## config.mk

```make
export PLATFORM = sky130hd
export DESIGN_NAME = frame_pos_tracker
export DESIGN_NICKNAME = d
export VERILOG_FILES = /design/src/rtl/frame_pos_pkg.sv /design/src/rtl/fpt_sync_edge.sv /design/src/rtl/fpt_slot_counter.sv /design/src/rtl/fpt_slot_decode.sv /design/src/rtl/frame_pos_tracker.sv
export SDC_FILE = /design/constraint.sdc
export NUM_CORES = 1
export LEC_CHECK = 0
export BUFFER_PORTS_ARGS = -buffer_cell sky130_fd_sc_hd__buf_2
export CAP_MARGIN = 0
export CORE_AREA = 5 5 64 66
export DETAILED_ROUTE_END_ITERATION = 7
export DIE_AREA = 0 0 69 71
export HOLD_SLACK_MARGIN = 0.15
export SETUP_SLACK_MARGIN = 0.2
export SYNTH_ARGS = -nofsm -noshare
export SYNTH_HDL_FRONTEND = slang
export SYNTH_HIERARCHICAL = 1
export SYNTH_SLANG_ARGS = --single-unit
```

## constraint.sdc

```tcl
create_clock -name clk -period 2.16 [get_ports clk]
set_input_delay 0.108 -clock clk [delete_from_list [all_inputs] [get_ports clk]]
set_output_delay 0.108 -clock clk [all_outputs]
set_load 0.03 [all_outputs]
```

## src/rtl/frame_pos_pkg.sv

```systemverilog
// Shared definitions for the frame position tracker.
// Assumes eight-bit channels; the frame geometry is set by parameters on the top module.
package frame_pos_pkg;
    typedef enum logic {
        LAYOUT_SHORT = 1'b0,   // 193-slot frame with a leading framing bit
        LAYOUT_LONG  = 1'b1    // 256-slot frame, channels only
    } layout_e;
endpackage

```

## src/rtl/fpt_sync_edge.sv

```systemverilog
// Sync edge detector and lock flag.
// Keeps a registered copy of sync_in, including during reset, so an edge is a 0->1 change
// between two consecutive samples. A level that stays high is not an edge.
module fpt_sync_edge (
    input  logic clk,
    input  logic rst_n,
    input  logic sync_in,
    output logic edge_seen,
    output logic unlocked
);
    logic sync_q;

    // Remember the previous sample of the sync line.
    always_ff @(posedge clk) begin
        sync_q <= sync_in;
    end

    assign edge_seen = sync_in & ~sync_q;

    // Lock flag: set by reset, cleared by the first sync edge.
    always_ff @(posedge clk) begin
        if (!rst_n)
            unlocked <= 1'b1;
        else if (edge_seen)
            unlocked <= 1'b0;
    end
endmodule

```

## src/rtl/fpt_slot_counter.sv

```systemverilog
// Free-running slot counter with layout latch.
// Assumes SHORT_LEN <= LONG_LEN <= 2**POS_W. The counter restarts at slot 0 on a sync edge
// or after the last slot of the current layout. The layout is latched only at those
// boundaries or during reset.
module fpt_slot_counter
    import frame_pos_pkg::*;
#(
    parameter int SHORT_LEN = 193,
    parameter int LONG_LEN  = 256,
    parameter int POS_W     = 8
) (
    input  logic             clk,
    input  logic             rst_n,
    input  logic             mode_long,
    input  logic             restart,
    output logic [POS_W-1:0] slot,
    output layout_e          layout
);
    localparam logic [POS_W-1:0] SHORT_LAST = POS_W'(SHORT_LEN - 1);
    localparam logic [POS_W-1:0] LONG_LAST  = POS_W'(LONG_LEN - 1);

    logic [POS_W-1:0] last_slot;
    logic             wrap;

    assign last_slot = (layout == LAYOUT_LONG) ? LONG_LAST : SHORT_LAST;
    assign wrap      = restart || (slot == last_slot);

    // Advance the slot position, returning to 0 at a frame boundary.
    always_ff @(posedge clk) begin
        if (!rst_n)
            slot <= '0;
        else if (wrap)
            slot <= '0;
        else
            slot <= slot + 1'b1;
    end

    // Latch the layout select at reset and at each frame boundary.
    always_ff @(posedge clk) begin
        if (!rst_n || wrap)
            layout <= layout_e'(mode_long);
    end
endmodule

```

## src/rtl/fpt_slot_decode.sv

```systemverilog
// Slot decoder.
// Maps a slot number to channel and bit indices, the framing-bit strobe and the channel clock.
// In the short layout slot 0 is the framing bit and channel data starts at slot 1.
module fpt_slot_decode
    import frame_pos_pkg::*;
#(
    parameter int POS_W  = 8,
    parameter int BIT_W  = 3,
    parameter int CHAN_W = 5
) (
    input  logic [POS_W-1:0]  slot,
    input  layout_e           layout,
    output logic [CHAN_W-1:0] chan_idx,
    output logic [BIT_W-1:0]  bit_idx,
    output logic              frame_start,
    output logic              fbit,
    output logic              chan_clk
);
    localparam logic [BIT_W-1:0] HALF = BIT_W'(2 ** (BIT_W - 1));

    logic [POS_W-1:0] data_pos;

    // Remove the framing-bit offset and split the position into channel and bit.
    always_comb begin
        frame_start = (slot == '0);
        fbit        = frame_start && (layout == LAYOUT_SHORT);

        if (layout == LAYOUT_SHORT && !fbit)
            data_pos = slot - 1'b1;
        else
            data_pos = slot;

        bit_idx  = data_pos[BIT_W-1:0];
        chan_idx = data_pos[BIT_W +: CHAN_W];
        chan_clk = !fbit && (bit_idx < HALF);
    end
endmodule

```

## src/rtl/frame_pos_tracker.sv

```systemverilog
// Frame position tracker: top level.
// Aligns to a rising sync edge and then keeps the frame phase on its own.
// Assumes one bit slot per clock and a sync line that is synchronous to clk.
module frame_pos_tracker
    import frame_pos_pkg::*;
#(
    parameter int CH_BITS     = 8,
    parameter int SHORT_CHANS = 24,
    parameter int LONG_CHANS  = 32,
    parameter int SHORT_EXTRA = 1
) (
    input  logic                                  clk,
    input  logic                                  rst_n,
    input  logic                                  mode_long,
    input  logic                                  sync_in,
    output logic [$clog2(LONG_CHANS)-1:0]         chan_idx,
    output logic [$clog2(CH_BITS)-1:0]            bit_idx,
    output logic                                  frame_start,
    output logic                                  fbit,
    output logic                                  chan_clk,
    output logic                                  unlocked
);
    localparam int SHORT_LEN = SHORT_CHANS * CH_BITS + SHORT_EXTRA;
    localparam int LONG_LEN  = LONG_CHANS * CH_BITS;
    localparam int BIT_W     = $clog2(CH_BITS);
    localparam int CHAN_W    = $clog2(LONG_CHANS);
    localparam int POS_W     = BIT_W + CHAN_W;

    logic             sync_edge;
    logic [POS_W-1:0] slot;
    layout_e          layout;

    fpt_sync_edge u_sync (
        .clk       (clk),
        .rst_n     (rst_n),
        .sync_in   (sync_in),
        .edge_seen (sync_edge),
        .unlocked  (unlocked)
    );

    fpt_slot_counter #(
        .SHORT_LEN (SHORT_LEN),
        .LONG_LEN  (LONG_LEN),
        .POS_W     (POS_W)
    ) u_count (
        .clk       (clk),
        .rst_n     (rst_n),
        .mode_long (mode_long),
        .restart   (sync_edge),
        .slot      (slot),
        .layout    (layout)
    );

    fpt_slot_decode #(
        .POS_W  (POS_W),
        .BIT_W  (BIT_W),
        .CHAN_W (CHAN_W)
    ) u_dec (
        .slot        (slot),
        .layout      (layout),
        .chan_idx    (chan_idx),
        .bit_idx     (bit_idx),
        .frame_start (frame_start),
        .fbit        (fbit),
        .chan_clk    (chan_clk)
    );
endmodule

```

# Word-level counts from Yosys, hierarchy flattened
# Cells that the tools add are included.
dict set report classes {
  addsub 2
  order_cmp 1
  eq_ne 1
  muxes 2
  n_bitwise 4
  reduce_logical 9
}
# operator count
set ops {}
lappend ops {{$add A8 B1 Y8 const B} 1}
lappend ops {{$eq A8 B8 Y1} 1}
lappend ops {{$logic_not A8 Y1} 1}
lappend ops {{$mux W8} 1}
lappend ops {{$sub A8 B1 Y8 const B} 1}
lappend ops {{$mux W6} 1}
lappend ops {{$logic_and A1 B1 Y1} 3}
lappend ops {{$lt A3 B3 Y1 const B} 1}
lappend ops {{$not A1 Y1} 3}
lappend ops {{$logic_not A1 Y1} 2}
lappend ops {{$logic_or A1 B1 Y1} 2}
lappend ops {{$reduce_or A2 Y1} 1}
lappend ops {{$and A1 B1 Y1} 1}
dict set report totals {
  regBits 11
  in_bits 4
  output_inout_bits 12
  word_cells 23
}

# Longest topological paths before layout
dict set report depth {
  ltp_word 7
  depth_mapped 5
  ltp_nobuf 5
}

# Cells and area by module
# The synthesis kept the hierarchy.
# mod n_inst cells_each area_each_um2 seq_area_each_um2
set modules_own_cells {}
lappend modules_own_cells {fpt_slot_counter 1 41 421.7 190.2}
lappend modules_own_cells {fpt_slot_decode 1 38 267.8 0.0}
lappend modules_own_cells {fpt_sync_edge 1 5 66.3 40.0}

# Least setup slack after synthesis
# OpenSTA, ideal clock, no wires.
dict set report synth_timing {
  kind {reg-to-output}
  from {reg u_count.slot[2]}
  to {out fbit}
  arrival_ps 1915
  t_required_ps 2052
  setup_slack_ps 137
  stages_incl_launch_ff 3
  n_path_buf 0
  path_cell_list {dfxtp_1 -> or4_4 -> nor4_1}
}
dict set report synth_via {
  elab_chain_cells 2
}
# element line
set synth_rtl {}
lappend synth_rtl {{from (decl)} fpt_slot_counter.sv:16} ;# output logic [POS_W-1:0] slot,
lappend synth_rtl {{from (signal assigned)} fpt_slot_counter.sv:35} ;# slot <= slot + 1'b1;
lappend synth_rtl {{$logic_not A8 Y1} fpt_slot_decode.sv:25} ;# frame_start = (slot == '0);
lappend synth_rtl {{$logic_and A1 B1 Y1} fpt_slot_decode.sv:26} ;# fbit = frame_start && (layout == LAYOUT_SHORT);
lappend synth_rtl {{to (decl)} frame_pos_tracker.sv:19} ;# output logic fbit,
# Every way passes these cells.

# Worst setup path after layout
dict set report layout_timing {
  from {reg u_count.slot[2]}
  to {out chan_idx[4]}
}
dict set report layout_via {
  elab_chain_cells 5
  elab_cells_between_ends 6
  classes_between {add/sub: 1; mux: 1; reduce/logical: 4}
}
# element line
set layout_rtl {}
lappend layout_rtl {{branches (longest 4 deep; another with $sub A8 B1 Y8)} -}
lappend layout_rtl {{$mux W8 *} fpt_slot_decode.sv:28} ;# if (layout == LAYOUT_SHORT && !fbit)
lappend layout_rtl {{to (decl)} frame_pos_tracker.sv:16} ;# output logic [$clog2(LONG_CHANS)-1:0] chan_idx,
# Every way passes the cells marked *.

==> results.py <==
metrics = {
    "timing": {
        "final_setup_viols": 0,
        "report.final.slew_viol_count": 0,
        "postLayoutSetupSlackWorst_ns": 0.235,
        "final_hold_viol_count": 0,
        "slew_headroom_pct": 61.3,
        "setup_total_negative_slack_ns": 0,
        "grt_setup_unrepaired": "yes",
        "final.min_clock_period_ns": 1.93,
        "finalCritPeriodShare_pct": 89.1,
        "fin_worst_skew_ns": 0.00195,
        "worst_slew_pin_tran_ns": 0.580,
        "max_clock_freq_ghz": 0.519,
    },
    "drt": {
        "wl_per_cell_um": 11.7,
        "routed-via-count": 703,
        "vias_per_cell": 4.45,
        "drt-pass1-iter-count": 4,
        "sum_of_routed_wire_length_over_all_layers_um": 1850,
        "detailedRoute.firstIterationViolations": 33,
        "route.detailed.drc": 0,
        "antenna_left": 0,
    },
    "worst_setup_path": {
        "setup.worst_path.start_class": "flop",
        "cp.arrival_ns": 1.82,
        "critical_path.cell_chain": "or4_4 -> nor3_4 -> mux2_4 -> buf_6",
        "cp_slowest_cell": "sky130_fd_sc_hd__or4_4",
        "crit_fanout": 2,
        "endpoint_kind": "primary output",
        "critPathRequiredTime_ns": 2.05,
        "critical-path-max-stage-delay_ns": 0.57,
        "critical_path_class": "reg -> out",
    },
    "finish": {
        "final_net_count": 118,
        "num-fill-cells": 396,
        "area_of_combinational_cells_with_multiple_inputs_um2": 548,
        "synthToLayoutAreaGrowth_pct": 42.5,
        "diodes": 0,
        "layout_commonest_cell": "sky130_fd_sc_hd__buf_2",
        "post-route-util_pct": 30.6,
        "sequential_cell_area_um2": 248,
        "mostFrequentLayoutCells": "11 x sky130_fd_sc_hd__buf_2, 9 x sky130_fd_sc_hd__buf_4, 5 x sky130_fd_sc_hd__nand2b_1, 5 x sky130_fd_sc_hd__nor3_1, 5 x sky130_fd_sc_hd__nor2_1",
        "final_layout_size_suffix_gt1_share_pct": 44.5,
    },
    "global_routing": {
        "grt_antenna_before_repair": 0,
        "via_count_of_the_first_global_routing_pass": 669,
        "grt_first_pass_wirelength_um": 3070,
        "gr-usage-all-layers_pct": 7.64,
        "grt_max_degree": 15,
        "grt-ovfl-total": 0,
    },
    "synth": {
        "postSynthCellCount": 84,
        "syn_nets": 91,
        "synth.top_cell.area_share_pct": 26.5,
        "synth_seq_cells": 11,
        "syn_area_um2": 756,
        "average_instance_area_after_synthesis_um2": 9.00,
        "ys_warnings": 6,
        "netlist.top_cell.by_area": "sky130_fd_sc_hd__dfxtp_1",
        "synthDistinctLibCells": 36,
        "register_area_share_after_synthesis_pct": 30.5,
        "post_synth_main_area_contributors": "sky130_fd_sc_hd__dfxtp_1 26%, sky130_fd_sc_hd__ha_1 5.0%, sky130_fd_sc_hd__xnor2_1 4.6%",
    },
    "floorplanning": {
        "coreArea_um2": 3520,
        "io_pins": 16,
        "dieHeight_um": 71,
        "floorplan.die_area_um2": 4900,
        "floorplan.die.width_um": 69,
        "initial_utilization_pct": 21.4,
        "row_count": 22,
    },
    "run": {
        "max_cap_viols": 0,
    },
    "placement": {
        "globalplace.congestion": 0.845,
        "pre_cts_ws_ns": 0.356,
        "port_buffers": 15,
        "dp_hpwl_um": 1300,
    },
    "cts": {
        "clk_root_buffer_cell": "sky130_fd_sc_hd__clkbuf_4",
        "clkTransAtPathRegs_ns": 0.06,
        "clock_tree.htree_level_count": 1,
        "clock_sink_count": 11,
        "cts_tree": "built",
        "clk-insertion-delay-late_ns": 0.26,
        "cts-buffers-inserted": 3,
        "clock_tree.buffer_depth": 2,
    },
    "power_and_ir_drop": {
        "power.density_nw_per_um2": 499,
        "p_leak_nw": 0.443,
        "ir_drop_mv": 0.345,
    },
    "status": {
        "status": "finished clean",
    },
    "hold_path": {
        "timing.hold.worst.class": "reg -> reg",
    },
}
## final cells by class
| class | count | area share, % |
|---|---|---|
| clock buffers | 4 | 2.44 |
| inverters | 3 | 1.05 |
| multi-input cells | 67 | 50.9 |
| flip-flops and latches | 11 | 23.0 |
| well taps | 48 | 5.57 |
| repair buffers | 25 | 17.1 |
## through the flow
stage	hold slack [ns]	instance area [µm²]	std cells	power [W]
6_report	0.464	1080	158	0.000538
5_1_grt	0.484	1080	158	0.000576
4_1_cts	0.465	1000	155	0.000538
3_5_place_dp	0.234	893	145	0.000389
3_3_place_gp	0.227	893	145	0.000387
2_1_floorplan	0.136	762	84	0.000346
## critical path, delay by kind of cell (launching register included)
kind / cells / cell delay [ns]
flops: 1 / 0.32
buf+inv: 1 / 0.14
simple gates: 2 / 0.76
mux: 1 / 0.32
## logic make-up (layout without fill, tap and decap cells)
family          after synthesis  in the layout  share of synthesized area, %
flops                        11             11                          30.5
compound gates               12             12                          11.4
buf+inv                       6             32                          2.98
xor+xnor                      6              6                          6.95
fa+ha+maj                     3              3                          4.97
simple gates                 42             42                          37.6
mux                           4              4                          5.63
## sequential cells by signal, indices dropped and copies added, names as in the netlist
register and count:
u_count/slot 8, u_sync/sync_q 1, u_count/layout 1, u_sync/unlocked 1
## synth_stat cells
library cell,instances
sky130_fd_sc_hd__or4_4,2
sky130_fd_sc_hd__and3_2,1
sky130_fd_sc_hd__nand3b_1,1
sky130_fd_sc_hd__a21oi_1,1
sky130_fd_sc_hd__a31oi_1,1
sky130_fd_sc_hd__o21ai_2,1
sky130_fd_sc_hd__mux2i_1,2
sky130_fd_sc_hd__nor2_1,5
sky130_fd_sc_hd__nor4_1,3
sky130_fd_sc_hd__inv_1,3
sky130_fd_sc_hd__o31ai_1,2
sky130_fd_sc_hd__nor3_4,1
sky130_fd_sc_hd__nand2b_1,5
sky130_fd_sc_hd__nand2_1,4
sky130_fd_sc_hd__nand3_1,3
sky130_fd_sc_hd__edfxtp_1,1
sky130_fd_sc_hd__ha_1,3
sky130_fd_sc_hd__clkbuf_1,2
sky130_fd_sc_hd__mux2_2,2
sky130_fd_sc_hd__nor3_2,1
sky130_fd_sc_hd__and3_1,2
sky130_fd_sc_hd__or2_1,1
sky130_fd_sc_hd__nand4b_1,1
sky130_fd_sc_hd__nor2b_4,1
sky130_fd_sc_hd__o211a_4,1
sky130_fd_sc_hd__xnor2_1,4
sky130_fd_sc_hd__o21ai_0,5
sky130_fd_sc_hd__xor2_1,2
sky130_fd_sc_hd__buf_1,1
sky130_fd_sc_hd__or3_1,2
sky130_fd_sc_hd__nor3_1,5
sky130_fd_sc_hd__o311ai_0,1
sky130_fd_sc_hd__nor4_4,1
sky130_fd_sc_hd__dfxtp_1,10
sky130_fd_sc_hd__nor2b_1,1
sky130_fd_sc_hd__nor3b_1,2
## power by group
group / total [W] / leakage, nW / switching [W] / internal (W)
clock: 0.000134 / 0.0150 / 0.0000625 / 0.0000714
combinational: 0.000186 / 0.333 / 0.000110 / 0.0000759
sequential: 0.000218 / 0.0955 / 0.00000772 / 0.000210
## per-layer routing
metal  vias up  track usage, %  wire length, µm
li1        360               -                -
met1       322            8.88              838
met2        19            13.2              940
met3         2            1.99               60
met4         0            3.25                8
met5         -               0                0
## worst paths after layout
kind / start / endpoint / slack (ns) / depth (start not counted)
setup reg to reg: u_count/slot[4] / u_count/layout / 0.31 / 5
hold reg to reg: u_count/slot[0] / u_count/slot[0] / 0.46 / 1
setup / recovery: u_count/slot[2] / chan_idx[4] / 0.23 / 4
hold / removal: u_count/slot[0] / u_count/slot[0] / 0.46 / 1
## timing repair
| item | 4_1_cts | 5_1_grt |
|---|---|---|
| setup endpoints to repair | 6 | 8 |
| endpoints found under the hold margin | 3 | 0 |
| hold buffers | 3 | 0 |
| pin swaps | 2 | 5 |
| setup buffers | 3 | 3 |
| gates resized for setup | 10 | 17 |
(Power assumes the default switching activity.)
